$ cat config.mk
export PLATFORM = sky130hd
export DESIGN_NAME = fetch_wait_ctrl
export DESIGN_NICKNAME = d
export VERILOG_FILES = /design/src/rtl/fwc_pkg.sv /design/src/rtl/fwc_mode_reg.sv /design/src/rtl/fwc_strobe_cnt.sv /design/src/rtl/fwc_seq.sv /design/src/rtl/fetch_wait_ctrl.sv
export SDC_FILE = /design/constraint.sdc
export NUM_CORES = 1
export LEC_CHECK = 0
export ABC_AREA = 1
export ABC_CLOCK_PERIOD_IN_PS = 3290
export BUFFER_PORTS_ARGS = -buffer_cell sky130_fd_sc_hd__clkbuf_2
export CAP_MARGIN = 20
export CORE_MARGIN = 2
export CORE_UTILIZATION = 54
export CTS_CLUSTER_SIZE = 20
export DETAILED_ROUTE_END_ITERATION = 6
export PLACE_DENSITY = 0.84
export SYNTH_ARGS = -nofsm -noshare
export SYNTH_HDL_FRONTEND = slang
export SYNTH_HIERARCHICAL = 1
export SYNTH_SLANG_ARGS = --single-unit
$ cat constraint.sdc
create_clock -name clk -period 3.29 [get_ports clk]
set_clock_uncertainty 0.15 [all_clocks]
set_input_delay 0.8225 -clock clk [delete_from_list [all_inputs] [get_ports clk]]
set_output_delay 0.8225 -clock clk [all_outputs]
set_load 0.01 [all_outputs]
$ cat src/rtl/fwc_pkg.sv
// Shared types for the flash fetch wait-state controller.
// Assumes the mode field is 2 bits: bit 0 = wait state, bit 1 = suppression.
package fwc_pkg;
    localparam int MODE_W = 2;

    typedef enum logic [MODE_W-1:0] {
        MODE_WS0     = 2'd0,
        MODE_WS1     = 2'd1,
        MODE_WS0_SUP = 2'd2,
        MODE_WS1_SUP = 2'd3
    } rd_mode_e;

    typedef enum logic [2:0] {
        ST_IDLE  = 3'd0,
        ST_HOLD  = 3'd1,
        ST_ISSUE = 3'd2,
        ST_WAIT  = 3'd3,
        ST_DLV   = 3'd4
    } fsm_e;

    function automatic logic mode_wait(input rd_mode_e m);
        return m[0];
    endfunction

    function automatic logic mode_sup(input rd_mode_e m);
        return m[1];
    endfunction
endpackage

$ cat src/rtl/fwc_mode_reg.sv
// Control register holding the read mode.
// Only the low MODE_W bits are stored; the reserved bits read as zero and
// writes to them are dropped. Resets to one wait state without suppression.
module fwc_mode_reg
    import fwc_pkg::*;
#(
    parameter int REG_W = 32
) (
    input  logic             clk,
    input  logic             rst_n,
    input  logic             we,
    input  logic [REG_W-1:0] wdata,
    output logic [REG_W-1:0] rdata,
    output rd_mode_e         mode
);
    localparam int RSV_W = REG_W - MODE_W;

    logic rsv_written;
    assign rsv_written = |wdata[REG_W-1:MODE_W];

    // Capture the mode field on a write.
    always_ff @(posedge clk) begin
        if (!rst_n) mode <= MODE_WS1;
        else if (we) mode <= rd_mode_e'(wdata[MODE_W-1:0]);
    end

    assign rdata = {{RSV_W{1'b0}}, mode};

    a_r1_write_lands: assert property (@(posedge clk) disable iff (!rst_n)
        we |=> rdata[MODE_W-1:0] == $past(wdata[MODE_W-1:0]));
    a_r2_rsv_dropped: assert property (@(posedge clk) disable iff (!rst_n)
        (we && rsv_written) |=> rdata[REG_W-1:MODE_W] == '0);
endmodule

$ cat src/rtl/fwc_strobe_cnt.sv
// Counter of flash read strobes.
// Wraps at 2**CW; a strobe is one cycle with strobe high.
module fwc_strobe_cnt #(
    parameter int CW = 16
) (
    input  logic          clk,
    input  logic          rst_n,
    input  logic          strobe,
    output logic [CW-1:0] count
);
    // Advance once per strobe cycle.
    always_ff @(posedge clk) begin
        if (!rst_n) count <= '0;
        else if (strobe) count <= count + 1'b1;
    end

    a_r9_count_step: assert property (@(posedge clk) disable iff (!rst_n)
        strobe |=> count == $past(count) + 1'b1);
    a_r9_count_hold: assert property (@(posedge clk) disable iff (!rst_n)
        !strobe |=> $stable(count));
endmodule

$ cat src/rtl/fwc_seq.sv
// Access sequencer: accepts one core request at a time, parks branch-target
// prefetches when suppression is on, issues a one-cycle flash strobe, and
// returns data with zero or one added wait state.
// Assumes the flash raises mem_rvalid once per strobe, some cycles later,
// and that res_valid refers to the most recent branch-target request.
module fwc_seq
    import fwc_pkg::*;
#(
    parameter int AW = 16,
    parameter int DW = 32
) (
    input  logic          clk,
    input  logic          rst_n,
    input  rd_mode_e      mode_i,
    input  logic          core_req,
    input  logic [AW-1:0] core_addr,
    input  logic          core_cbt,
    output logic          core_busy,
    output logic          core_rvalid,
    output logic [DW-1:0] core_rdata,
    input  logic          res_valid,
    input  logic          res_taken,
    input  logic [AW-1:0] res_seq_addr,
    output logic          mem_rd,
    output logic [AW-1:0] mem_addr,
    input  logic          mem_rvalid,
    input  logic [DW-1:0] mem_rdata
);
    fsm_e          state;
    rd_mode_e      acc_mode;
    logic [AW-1:0] tgt_addr;
    logic [AW-1:0] iss_addr;
    logic [DW-1:0] dlv_data;
    logic          seq_pend;
    logic [AW-1:0] pend_addr;

    logic accept, park_now, res_for_held, pend_set, pend_take;

    assign accept       = (state == ST_IDLE) && !seq_pend && core_req;
    assign park_now     = accept && core_cbt && mode_sup(mode_i);
    assign res_for_held = (state == ST_HOLD) || park_now;
    assign pend_set     = res_valid && !res_taken && !res_for_held;
    assign pend_take    = (state == ST_IDLE) && seq_pend;

    // Main access state machine.
    always_ff @(posedge clk) begin
        if (!rst_n) begin
            state    <= ST_IDLE;
            acc_mode <= MODE_WS1;
            tgt_addr <= '0;
            iss_addr <= '0;
            dlv_data <= '0;
        end else begin
            unique case (state)
                ST_IDLE: begin
                    if (pend_take) begin
                        state    <= ST_ISSUE;
                        iss_addr <= pend_addr;
                    end else if (accept) begin
                        acc_mode <= mode_i;
                        if (park_now && res_valid) begin
                            state    <= ST_ISSUE;
                            iss_addr <= res_taken ? core_addr : res_seq_addr;
                        end else if (park_now) begin
                            state    <= ST_HOLD;
                            tgt_addr <= core_addr;
                        end else begin
                            state    <= ST_ISSUE;
                            iss_addr <= core_addr;
                        end
                    end
                end
                ST_HOLD: begin
                    if (res_valid) begin
                        state    <= ST_ISSUE;
                        iss_addr <= res_taken ? tgt_addr : res_seq_addr;
                    end
                end
                ST_ISSUE: state <= ST_WAIT;
                ST_WAIT: begin
                    if (mem_rvalid) begin
                        if (mode_wait(acc_mode)) begin
                            state    <= ST_DLV;
                            dlv_data <= mem_rdata;
                        end else begin
                            state <= ST_IDLE;
                        end
                    end
                end
                ST_DLV:  state <= ST_IDLE;
                default: state <= ST_IDLE;
            endcase
        end
    end

    // Record a sequential fetch owed by a not-taken speculative branch.
    always_ff @(posedge clk) begin
        if (!rst_n) begin
            seq_pend  <= 1'b0;
            pend_addr <= '0;
        end else if (pend_set) begin
            seq_pend  <= 1'b1;
            pend_addr <= res_seq_addr;
        end else if (pend_take) begin
            seq_pend <= 1'b0;
        end
    end

    assign mem_rd      = (state == ST_ISSUE);
    assign mem_addr    = iss_addr;
    assign core_busy   = (state != ST_IDLE) || seq_pend;
    assign core_rvalid = (state == ST_DLV) ||
                         ((state == ST_WAIT) && mem_rvalid && !mode_wait(acc_mode));
    assign core_rdata  = (state == ST_DLV) ? dlv_data : mem_rdata;

    a_r4_parked_quiet: assert property (@(posedge clk) disable iff (!rst_n)
        (park_now && !res_valid) |=> !mem_rd);
    a_r5_resolved_issue: assert property (@(posedge clk) disable iff (!rst_n)
        (state == ST_HOLD && res_valid) |=> mem_rd &&
            mem_addr == ($past(res_taken) ? $past(tgt_addr) : $past(res_seq_addr)));
    a_r3_one_wait: assert property (@(posedge clk) disable iff (!rst_n)
        (state == ST_WAIT && mem_rvalid && mode_wait(acc_mode)) |=>
            core_rvalid && core_rdata == $past(mem_rdata));
    a_r10_single_pulse: assert property (@(posedge clk) disable iff (!rst_n)
        mem_rd |=> !mem_rd);
    a_r10_issue_next: assert property (@(posedge clk) disable iff (!rst_n)
        (accept && !park_now) |=> mem_rd && mem_addr == $past(core_addr));
    a_r7_mode_frozen: assert property (@(posedge clk) disable iff (!rst_n)
        (state != ST_IDLE) |=> $stable(acc_mode));
    a_r8_busy_after_accept: assert property (@(posedge clk) disable iff (!rst_n)
        accept |=> core_busy);
endmodule

$ cat src/rtl/fetch_wait_ctrl.sv
// Top of the flash fetch wait-state controller: mode register, access
// sequencer and strobe counter. Assumes a single clock and a synchronous
// active-low reset; the flash answers each strobe with one mem_rvalid.
module fetch_wait_ctrl
    import fwc_pkg::*;
#(
    parameter int AW    = 16,
    parameter int DW    = 32,
    parameter int REG_W = 32,
    parameter int CW    = 16
) (
    input  logic             clk,
    input  logic             rst_n,
    input  logic             cfg_we,
    input  logic [REG_W-1:0] cfg_wdata,
    output logic [REG_W-1:0] cfg_rdata,
    input  logic             core_req,
    input  logic [AW-1:0]    core_addr,
    input  logic             core_cbt,
    output logic             core_busy,
    output logic             core_rvalid,
    output logic [DW-1:0]    core_rdata,
    input  logic             res_valid,
    input  logic             res_taken,
    input  logic [AW-1:0]    res_seq_addr,
    output logic             mem_rd,
    output logic [AW-1:0]    mem_addr,
    input  logic             mem_rvalid,
    input  logic [DW-1:0]    mem_rdata,
    output logic [CW-1:0]    strobe_cnt
);
    rd_mode_e mode;

    fwc_mode_reg #(.REG_W(REG_W)) u_mode (
        .clk   (clk),
        .rst_n (rst_n),
        .we    (cfg_we),
        .wdata (cfg_wdata),
        .rdata (cfg_rdata),
        .mode  (mode)
    );

    fwc_seq #(.AW(AW), .DW(DW)) u_seq (
        .clk          (clk),
        .rst_n        (rst_n),
        .mode_i       (mode),
        .core_req     (core_req),
        .core_addr    (core_addr),
        .core_cbt     (core_cbt),
        .core_busy    (core_busy),
        .core_rvalid  (core_rvalid),
        .core_rdata   (core_rdata),
        .res_valid    (res_valid),
        .res_taken    (res_taken),
        .res_seq_addr (res_seq_addr),
        .mem_rd       (mem_rd),
        .mem_addr     (mem_addr),
        .mem_rvalid   (mem_rvalid),
        .mem_rdata    (mem_rdata)
    );

    fwc_strobe_cnt #(.CW(CW)) u_cnt (
        .clk    (clk),
        .rst_n  (rst_n),
        .strobe (mem_rd),
        .count  (strobe_cnt)
    );
endmodule

==> flow_metrics.py, run 1 <==
metrics = {
    "floorplanning": {
        "dieHeight_um": 105.7,
        "dieArea_um2": 11180,
        "dieWidth_um": 105.7,
        "core_area_um2": 10180,
        "pin_count": 203,
        "rows": 37,
        "initial_core_util_pct": 54.86,
    },
    "cells_and_area": {
        "nNetsFinal": 1005,
        "area_growth_pct": 14.51,
        "fin_util_pct": 62.83,
        "drive_gt1_share_pct": 25.86,
        "fillCellCount": 940,
        "stdcell_area_um2": 6399,
        "stdcell_count": 1041,
        "diodes": 0,
    },
    "logic_synthesis": {
        "synth_mux_area_share_pct": 6.449,
        "synth_top_family_by_area": "simple AND/OR/NAND/NOR gates",
        "synth-simple-area-share_pct": 23.51,
        "syn_area_um2": 5588,
        "synth_adder_area_share_pct": 0.2239,
        "yosysSeqAreaShare_pct": 36.90,
        "syn_inst": 785,
        "synth_warnings": 6,
        "synth-seq-cells": 103,
        "yosysUniqueCellTypes": 36,
        "synth-xor-area-share_pct": 0.1567,
        "synth_compound_area_share_pct": 17.78,
        "avgSynthCellArea_um2": 7.118,
    },
    "placed_design": {
        "post-place-cells": 1024,
        "port_buffers": 142,
        "post-place-ws_ps": 584.7,
        "post_dp_cell_area_um2": 6171,
        "dpl.hpwl_um": 8985,
        "gp_congestion": 0.8896,
    },
    "worst_setup_path": {
        "setup.worst_path.class": "flip-flop to primary output",
        "critPathCaptureType": "primary output",
        "r2r-start": "u_seq/state[1]",
        "crit_end": "core_rdata[24]",
        "critical_path_required_ps": 2320,
        "rr_worst_depth": 9,
        "cp.arrival_ps": 1920,
        "cp_max_fo": 33,
        "crit_path_start": "u_seq/state[0]",
        "regToRegEndpoint": "u_seq/mem_addr[12]",
        "start_kind": "flip-flop",
        "rrSetupSlack_ps": 1080,
    },
    "cts": {
        "cts_tree": "yes",
        "cts-resized-gates": 0,
        "cts-buffers-inserted": 9,
        "postCtsHoldBufs": 0,
        "htreeDepth": 3,
        "cts.clk_slew.worst_paths_ps": 100,
        "cts.path.max_buffers": 2,
        "clk_latency_ps": 360,
        "postCtsSetupRepairBufs": 0,
        "cts_root_buf": "clkbuf_8",
        "clock_sinks": 103,
    },
    "timing": {
        "min_period_over_period_pct": 87.90,
        "drv_slew": 0,
        "fin_crit_ps": 2892,
        "tns_ps": 0,
        "rsz0062_at_grt": "no",
        "slew-limit-headroom_pct": 36.33,
        "finalSetupViolCount": 0,
        "clock.fmax_ghz": 0.3458,
        "hold_viol": 0,
        "tightest_slew_ps": 954.1,
        "finalWorstSetupSlack_ps": 398.0,
    },
    "detailed_routing": {
        "wl_per_cell_um": 12.59,
        "drtIter0Drc": 347,
        "drtPass1Iterations": 5,
        "drcViolationCount": 0,
        "drtAntennaViolNets": 0,
        "routed-via-count": 5217,
        "totalWireLength_um": 13110,
        "routed_via_density": 5.012,
    },
    "global_routing": {
        "grt_first_pass_wirelength_um": 21740,
        "grt_max_degree": 80,
        "grt_usage_pct": 23.71,
        "grt_overflow": 0,
        "grt_pass1_vias": 4738,
        "grt_antenna_before_repair": 0,
    },
    "hold_path": {
        "hp-class": "flip-flop to flip-flop",
    },
    "pwr": {
        "power_density_nw_per_um2": 469.1,
        "irDropWorstVdd_uv": 244.8,
        "cellLeakagePower_nw": 3.052,
    },
    "job": {
        "drv_cap": 0,
    },
    "outcome": {
        "status": "finished, final reports clean",
    },
}
==> cell type report <==
cell class / count / area (um^2) / share of cell area, %
timing repair buffer: 151 / 798.3 / 12.48
tap: 136 / 170.2 / 2.659
clock buffer: 10 / 127.6 / 1.995
sequential: 103 / 2062 / 32.23
multi-input combinational: 542 / 2805 / 43.84
inverter: 93 / 350.3 / 5.475
clock inverter: 6 / 85.08 / 1.330
==> cells in the final DEF (no fill, tap or decap), types with 3 or more instances in the layout <==
cell type	count
clkbuf_2	142
nor2_1	122
nand2_1	104
dfxtp_1	103
inv_1	90
o21ai_0	70
a21oi_1	65
nand3_1	42
mux2_2	32
conb_1	30
a211oi_1	16
o21ai_1	15
a21oi_2	11
clkbuf_8	9
buf_4	7
nor3_1	6
nor2_4	4
nor2_2	4
nand3_2	4
clkinv_2	3
nand2_2	3
==> flip-flops by register name, summed over array words and instances, names as in the netlist <==
| register | count |
|---|---|
| u_seq/tgt_addr | 16 |
| u_mode/mode | 2 |
| u_seq/acc_mode | 1 |
| u_seq/seq_pend | 1 |
| u_seq/mem_addr | 16 |
| u_seq/dlv_data | 32 |
| u_seq/state | 3 |
| u_seq/pend_addr | 16 |
| u_cnt/count | 16 |
==> metal layers <==
layer | vias up | GRT usage (%) | routed length, um
met5 | - | 0 | 0
met4 | 0 | 10.06 | 306
met3 | 23 | 6.122 | 1079
met2 | 193 | 38.80 | 6007
met1 | 2303 | 29.57 | 5717
li1 | 2698 | - | -
==> worst max-delay path: stages (launching register included) <==
cell,delay (ps)
dfxtp_1,480
nor2_4,90
nand2_1,70
buf_4,360
mux2_2,400
clkbuf_2,130
==> synthesized netlist by cell type <==
cell type / n / area share [%]
nor2_1: 122 / 8.2
nand2_1: 104 / 7.0
dfxtp_1: 103 / 37
inv_1: 90 / 6.0
o21ai_0: 70 / 6.3
a21oi_1: 65 / 5.8
nand3_1: 42 / 3.8
buf_4: 37 / 5.0
mux2_2: 32 / 6.4
buf_2: 17 / 1.5
a211oi_1: 16 / 2.1
o21ai_1: 16 / 1.4
clkbuf_1: 15 / 1.0
a21oi_2: 11 / 1.7
nor3_1: 6 / 0.54
buf_6: 5 / 1.0
nand3_2: 4 / 0.72
nor2_2: 4 / 0.45
nor2_4: 4 / 0.81
nand2_2: 3 / 0.34
buf_1: 2 / 0.13
inv_2: 2 / 0.13
nand2_4: 2 / 0.40
a31oi_1: 1 / 0.11
and3_1: 1 / 0.11
and3b_2: 1 / 0.18
clkinv_2: 1 / 0.089
conb_1: 1 / 0.067
ha_1: 1 / 0.22
nand4_1: 1 / 0.11
nand4_4: 1 / 0.38
nor2_8: 1 / 0.36
nor3_2: 1 / 0.18
o21a_1: 1 / 0.13
o21bai_1: 1 / 0.13
xor2_1: 1 / 0.16
==> cell families after synthesis <==
logic type | Yosys count
AO/OA/AOI/OAI | 181
XOR/XNOR | 1
adder cells (fa/ha/maj) | 1
buffers and inverters | 169
flip-flops | 103
multiplexers | 32
other | 1
AND/OR/NAND/NOR | 297
==> through the flow <==
| step | hold WS, ps | total power, W |
|---|---|---|
| 6_report | 300.1 | 0.003001 |
| 5_1_grt | 310.8 | 0.003179 |
| 4_1_cts | 302.2 | 0.003015 |
| 3_5_place_dp | 288.5 | 0.002157 |
| 3_3_place_gp | 283.1 | 0.002141 |
| 2_1_floorplan | 274.5 | 0.001974 |
==> how the worst min path moves through the flow <==
stage / slack, ps / depth (start not counted) / from / endpoint
global placement: 280 / 2 / u_seq/pend_addr[6] / u_seq/pend_addr[6]
floorplan: 270 / 2 / u_seq/pend_addr[0] / u_seq/pend_addr[0]
global route: 310 / 2 / u_seq/pend_addr[5] / u_seq/pend_addr[5]
finish: 300 / 2 / u_seq/pend_addr[13] / u_seq/pend_addr[13]
CTS: 300 / 2 / u_seq/pend_addr[13] / u_seq/pend_addr[13]
detailed placement: 290 / 2 / u_seq/pend_addr[13] / u_seq/pend_addr[13]
==> report_power, final <==
part	leakage, nW	switching [W]	internal, W
sequential	0.838	0.0000521	0.00134
clock	0.102	0.000433	0.000426
combinational	2.11	0.000475	0.000275
total	3.05	0.000960	0.00204
No activity file was read; power rests on OpenSTA's default activity.
==> inputs of run 2 (changes only) <==
- BUFFER_PORTS_ARGS: -buffer_cell sky130_fd_sc_hd__clkbuf_2 -> -buffer_cell sky130_fd_sc_hd__buf_2
==> run 2 against run 1 <==
Compared with the run above: register-to-register slack worse by 80 ps; sequential cell count is the same; via count decreased by 0.23%; global-route usage down 0.26 points; sequential power about the same; first-iteration DRC count decreased by 22%; combinational power is 0.9% lower; worst hold slack improved by 1.7 ps; critical endpoint is now core_rdata[18]; critical path depth did not move.
==> flow_metrics.py, run 2 (same netlist as run 1, synthesis figures left out) <==
metrics = {
    "detailed_routing": {
        "routed-via-count": 5205,
        "routed_via_density": 4.981,
        "drcViolationCount": 0,
        "drtAntennaViolNets": 0,
        "totalWireLength_um": 13370,
        "drtPass1Iterations": 5,
        "drtIter0Drc": 272,
        "wl_per_cell_um": 12.80,
    },
    "floorplanning": {
        "core_area_um2": 10180,
        "dieHeight_um": 105.7,
        "pin_count": 203,
        "dieArea_um2": 11180,
        "initial_core_util_pct": 54.86,
        "dieWidth_um": 105.7,
        "rows": 37,
    },
    "timing": {
        "rsz0062_at_grt": "no",
        "hold_viol": 0,
        "fin_crit_ps": 2900,
        "clock.fmax_ghz": 0.3448,
        "min_period_over_period_pct": 88.15,
        "slew-limit-headroom_pct": 34.12,
        "drv_slew": 0,
        "tns_ps": 0,
        "finalWorstSetupSlack_ps": 390.0,
        "tightest_slew_ps": 987.1,
        "finalSetupViolCount": 0,
    },
    "cts": {
        "clock_sinks": 103,
        "cts_tree": "yes",
        "cts_root_buf": "clkbuf_8",
        "cts.clk_slew.worst_paths_ps": 90,
        "cts.path.max_buffers": 2,
        "postCtsHoldBufs": 0,
        "htreeDepth": 3,
        "postCtsSetupRepairBufs": 0,
        "clk_latency_ps": 370,
        "cts-resized-gates": 0,
        "cts-buffers-inserted": 9,
    },
    "cells_and_area": {
        "stdcell_area_um2": 6362,
        "area_growth_pct": 13.86,
        "final_cell_mix": "buf_2, nor2_1, nand2_1, dfxtp_1, inv_1",
        "largest_register_ffs": 32,
        "final_common_cell": "buf_2",
        "nNetsFinal": 1006,
        "fin_util_pct": 62.47,
        "top_register": "u_seq/dlv_data",
        "drive_gt1_share_pct": 25.94,
    },
    "placed_design": {
        "dpl.hpwl_um": 9221,
        "post_dp_cell_area_um2": 6166,
        "port_buffers": 142,
        "gp_congestion": 0.8778,
        "post-place-ws_ps": 619.0,
    },
    "global_routing": {
        "grt_first_pass_wirelength_um": 21330,
        "grt_overflow": 0,
        "grt_usage_pct": 23.45,
        "grt_antenna_before_repair": 4,
        "grt_pass1_vias": 4636,
        "grt_max_degree": 49,
    },
    "worst_setup_path": {
        "start_kind": "flip-flop",
        "cp_slowest_cell": "dfxtp_1",
        "critical_path_required_ps": 2320,
        "cp.arrival_ps": 1930,
        "max_stage_delay_ps": 480,
        "cp_cell_sequence": "nor2_4, nand2_1, buf_4, mux2_2, buf_2",
        "setup.worst_path.class": "flip-flop to primary output",
        "critPathCaptureType": "primary output",
        "cp_max_fo": 33,
    },
    "job": {
        "drv_cap": 0,
    },
    "hold_path": {
        "hp-class": "flip-flop to flip-flop",
    },
    "pwr": {
        "irDropWorstVdd_uv": 256.0,
        "cellLeakagePower_nw": 3.035,
        "power_density_nw_per_um2": 448.9,
    },
    "outcome": {
        "status": "finished, final reports clean",
    },
}
run 2: layout make-up:
cell class / count / area, um^2
Clock inverter: 6 / 46.29
Clock buffer: 10 / 127.6
Multi-Input combinational cell: 542 / 2805
Sequential cell: 103 / 2062
Timing Repair Buffer: 152 / 793.3
Tap cell: 136 / 170.2
Inverter: 93 / 350.3
Fill cell: 931 / 3822
Antenna cell: 3 / 7.507
run 2: path summary, 6_finish.rpt:
kind                 startpoint                 end  slack [ps]  cells past startpoint
max              u_seq/state[0]      core_rdata[18]         390                      5
min          u_seq/pend_addr[1]  u_seq/pend_addr[1]         300                      2
max reg2reg      u_seq/state[1]   u_seq/mem_addr[2]        1000                     10
min reg2reg  u_seq/pend_addr[1]  u_seq/pend_addr[1]         300                      2
run 2: power breakdown:
group | internal [W] | switching, W | total, W
clock network | 0.000279 | 0.000443 | 0.000723
registers | 0.00134 | 0.0000496 | 0.00139
logic | 0.000276 | 0.000468 | 0.000743
total | 0.00190 | 0.000960 | 0.00286
run 2: per-stage QoR:
step                      std cells  hold slack, ps  power, W
after floorplan                 814           274.5  0.001974
after global placement         1025           282.9  0.002138
after detailed placement       1025           287.3  0.002149
after CTS                      1041           301.2  0.002862
after global routing           1043           324.2  0.003008
final                          1045           301.8  0.002856
run 2: layer usage:
metal / routed length (um) / global-route usage [%] / vias up / part of all wire, %
met5: 13 / 0 / - / 0.097
met4: 233 / 8.083 / 2 / 1.7
met3: 1203 / 7.483 / 18 / 9.0
met2: 6176 / 40.05 / 192 / 46
met1: 5745 / 27.73 / 2291 / 43
li1: - / - / 2702 / -
run 2: worst max-delay path: cells and delay by family (launching register included):
kind	cells	cell delay [ps]
DFF	1	480
muxes	1	400
buffers and inverters	2	520
and+or+nand+nor	2	160
==> inputs of run 3 (changes only) <==
- SYNTH_HIERARCHICAL: 1 -> unset
==> run 3 against run 2 <==
Compared with the run above: clock power rose by 18%; maximum frequency rose by 0.90%; die area shrank 1.4%; final cell count is 1.1% lower; synthesized cell count fell by 0.64%; largest power group unchanged; combinational power is 37% higher; worst setup slack improved by 26 ps; highest routed layer unchanged; critical endpoint is now core_rdata[0]; sequential share of layout area up 0.21 points.
==> flow_metrics.py, run 3 <==
metrics = {
    "timing": {
        "tightest_slew_ps": 705.1,
        "fin_crit_ps": 2874,
        "slew-limit-headroom_pct": 52.88,
        "min_period_over_period_pct": 87.36,
        "hold_viol": 0,
        "clock.fmax_ghz": 0.3479,
        "finalSetupViolCount": 0,
        "drv_slew": 0,
        "tns_ps": 0,
        "rsz0062_at_grt": "no",
    },
    "detailed_routing": {
        "drtPass1Iterations": 5,
        "wl_per_cell_um": 13.18,
        "drtIter0Drc": 467,
        "drtAntennaViolNets": 0,
        "drcViolationCount": 0,
        "totalWireLength_um": 13630,
        "routed_via_density": 5.127,
        "routed-via-count": 5301,
    },
    "cts": {
        "cts-buffers-inserted": 9,
        "cts_tree": "yes",
        "htreeDepth": 3,
        "clock_sinks": 103,
        "cts_root_buf": "clkbuf_8",
        "cts.path.max_buffers": 2,
        "postCtsHoldBufs": 0,
        "postCtsSetupRepairBufs": 0,
        "cts.clk_slew.worst_paths_ps": 90,
        "clk_latency_ps": 360,
        "cts-resized-gates": 0,
    },
    "cells_and_area": {
        "diodes": 0,
        "final_common_cell": "buf_2",
        "drive_gt1_share_pct": 25.42,
        "area_growth_pct": 14.79,
        "top_register": "u_seq.dlv_data",
        "nNetsFinal": 1002,
        "largest_register_ffs": 32,
        "final_cell_mix": "buf_2, nand2_1, nor2_1, dfxtp_1, nand3_1",
    },
    "pwr": {
        "cellLeakagePower_nw": 2.957,
        "report.power.total_w": 0.003338,
        "irDropWorstVdd_uv": 250.8,
        "power_density_nw_per_um2": 528.1,
    },
    "hold_path": {
        "hp-class": "flip-flop to flip-flop",
    },
    "logic_synthesis": {
        "syn_area_um2": 5507,
        "synth_edf_count": 0,
        "yosysSeqAreaShare_pct": 37.45,
        "synth.cells.most_frequent": "nand2_1, nor2_1, dfxtp_1, nand3_1, inv_1",
        "avgSynthCellArea_um2": 7.060,
        "syn_inst": 780,
        "synth.area.top_cells": "dfxtp_1, nand2_1, nor2_1, nand3_1, mux2_2",
        "netlist.area_leader.share_pct": 37.45,
        "async_flop_share_pct": 0,
        "ys.flop_type": "dfxtp_1",
        "synth_warnings": 0,
        "synth_most_common_cell": "nand2_1",
        "synth_top_area_cell": "dfxtp_1",
        "yosysUniqueCellTypes": 38,
        "synth-seq-cells": 103,
    },
    "worst_setup_path": {
        "max_stage_delay_ps": 490,
        "critPathTopFamily": "buffers and inverters",
        "cp_max_fo": 33,
        "start_kind": "flip-flop",
        "cp_num_buf_inv": 2,
        "critPathCaptureType": "primary output",
        "cp.arrival_ps": 1900,
        "critical_path_required_ps": 2320,
        "setup.worst_path.class": "flip-flop to primary output",
        "cp_slowest_cell": "dfxtp_1",
        "cp_cell_sequence": "nor2_4, nand2_1, buf_4, mux2_2, buf_2",
    },
    "placed_design": {
        "dpl.hpwl_um": 9448,
        "gp_congestion": 0.8131,
        "port_buffers": 142,
    },
    "global_routing": {
        "grt_overflow": 0,
        "grt_antenna_before_repair": 1,
        "grt_max_degree": 58,
        "grt_usage_pct": 24.65,
        "grt_pass1_vias": 4704,
        "grt_first_pass_wirelength_um": 22340,
    },
    "floorplanning": {
        "core_area_um2": 9819,
        "rows": 36,
        "pin_count": 203,
        "initial_core_util_pct": 56.08,
        "dieHeight_um": 105.0,
        "dieWidth_um": 105.0,
        "dieArea_um2": 11020,
    },
    "job": {
        "drv_cap": 0,
    },
    "outcome": {
        "status": "finished, final reports clean",
    },
}
[run 3: changes by cell type after synthesis, moves of 9 or more]
cell and change:
nand3_1 +30, nand2_1 +25, inv_1 -22, o21ai_0 -17, nor2_1 -10, buf_2 -9, o21ai_1 -9
[run 3: layer usage]
layer / routed length (um) / vias up / part of all wire [%] / GRT usage [%]
li1: - / 2699 / - / -
met1: 6028 / 2324 / 44 / 33.01
met2: 5951 / 253 / 44 / 38.40
met3: 1407 / 23 / 10 / 6.862
met4: 229 / 2 / 1.7 / 7.905
met5: 13 / - / 0.095 / 0
[run 3: final cells by class]
class,count,area [um^2]
clock buffers,10,127.6
clock inverters,5,83.83
fillers,913,3498
inverters,79,296.5
multi-input cells,554,2814
flip-flops and latches,103,2062
well taps,133,166.4
repair buffers,150,770.7
[run 3: report_power, final]
group	leakage (nW)	total (W)	switching (W)	internal, W
Combinational	2.02	0.00102	0.000668	0.000353
Sequential	0.838	0.00146	0.0000864	0.00138
Clock	0.0986	0.000854	0.000428	0.000426
Total	2.96	0.00334	0.00118	0.00216
[run 3: logic make-up after synthesis]
family / synth area share (%)
buffers and inverters: 13.43
multiplexers: 6.544
flip-flops: 37.45
AO/OA/AOI/OAI: 14.11
XOR/XNOR: 0.4773
other: 0.06810
AND/OR/NAND/NOR: 27.70
adder cells (fa/ha/maj): 0.2272
[run 3: stage by stage]
step	hold WS (ps)	worst slack (ps)	std cells	utilization (%)	instance area, um^2
final	302.0	415.9	1034	64.37	6321
after global placement	285.8	770.5	1019	62.22	6110
after CTS	302.5	404.9	1034	64.37	6321
after floorplan	274.5	1056	809	-	5615
after detailed placement	289.0	764.6	1019	62.22	6110
after global routing	320.3	317.5	1034	64.37	6321
[run 3: path summary, 6_finish.rpt]
check | slack, ps | start | cells past startpoint | to
hold reg to reg | 300 | u_seq.pend_addr[14] | 2 | u_seq.pend_addr[14]
setup / recovery | 420 | u_seq.state[0] | 5 | core_rdata[0]
setup reg to reg | 1000 | u_seq.state[2] | 9 | u_seq.mem_addr[1]
hold / removal | 300 | u_seq.pend_addr[14] | 2 | u_seq.pend_addr[14]
[run 3: worst register-to-register path, cell delays in order, from the launching register on]
cell and delay [ps]:
dfxtp_1 350, inv_2 130, nand2_4 80, nor2_4 340, nand2_1 540, o21ai_0 330, inv_1 60, nand2_1 60
nand2_1 70, a21oi_1 110
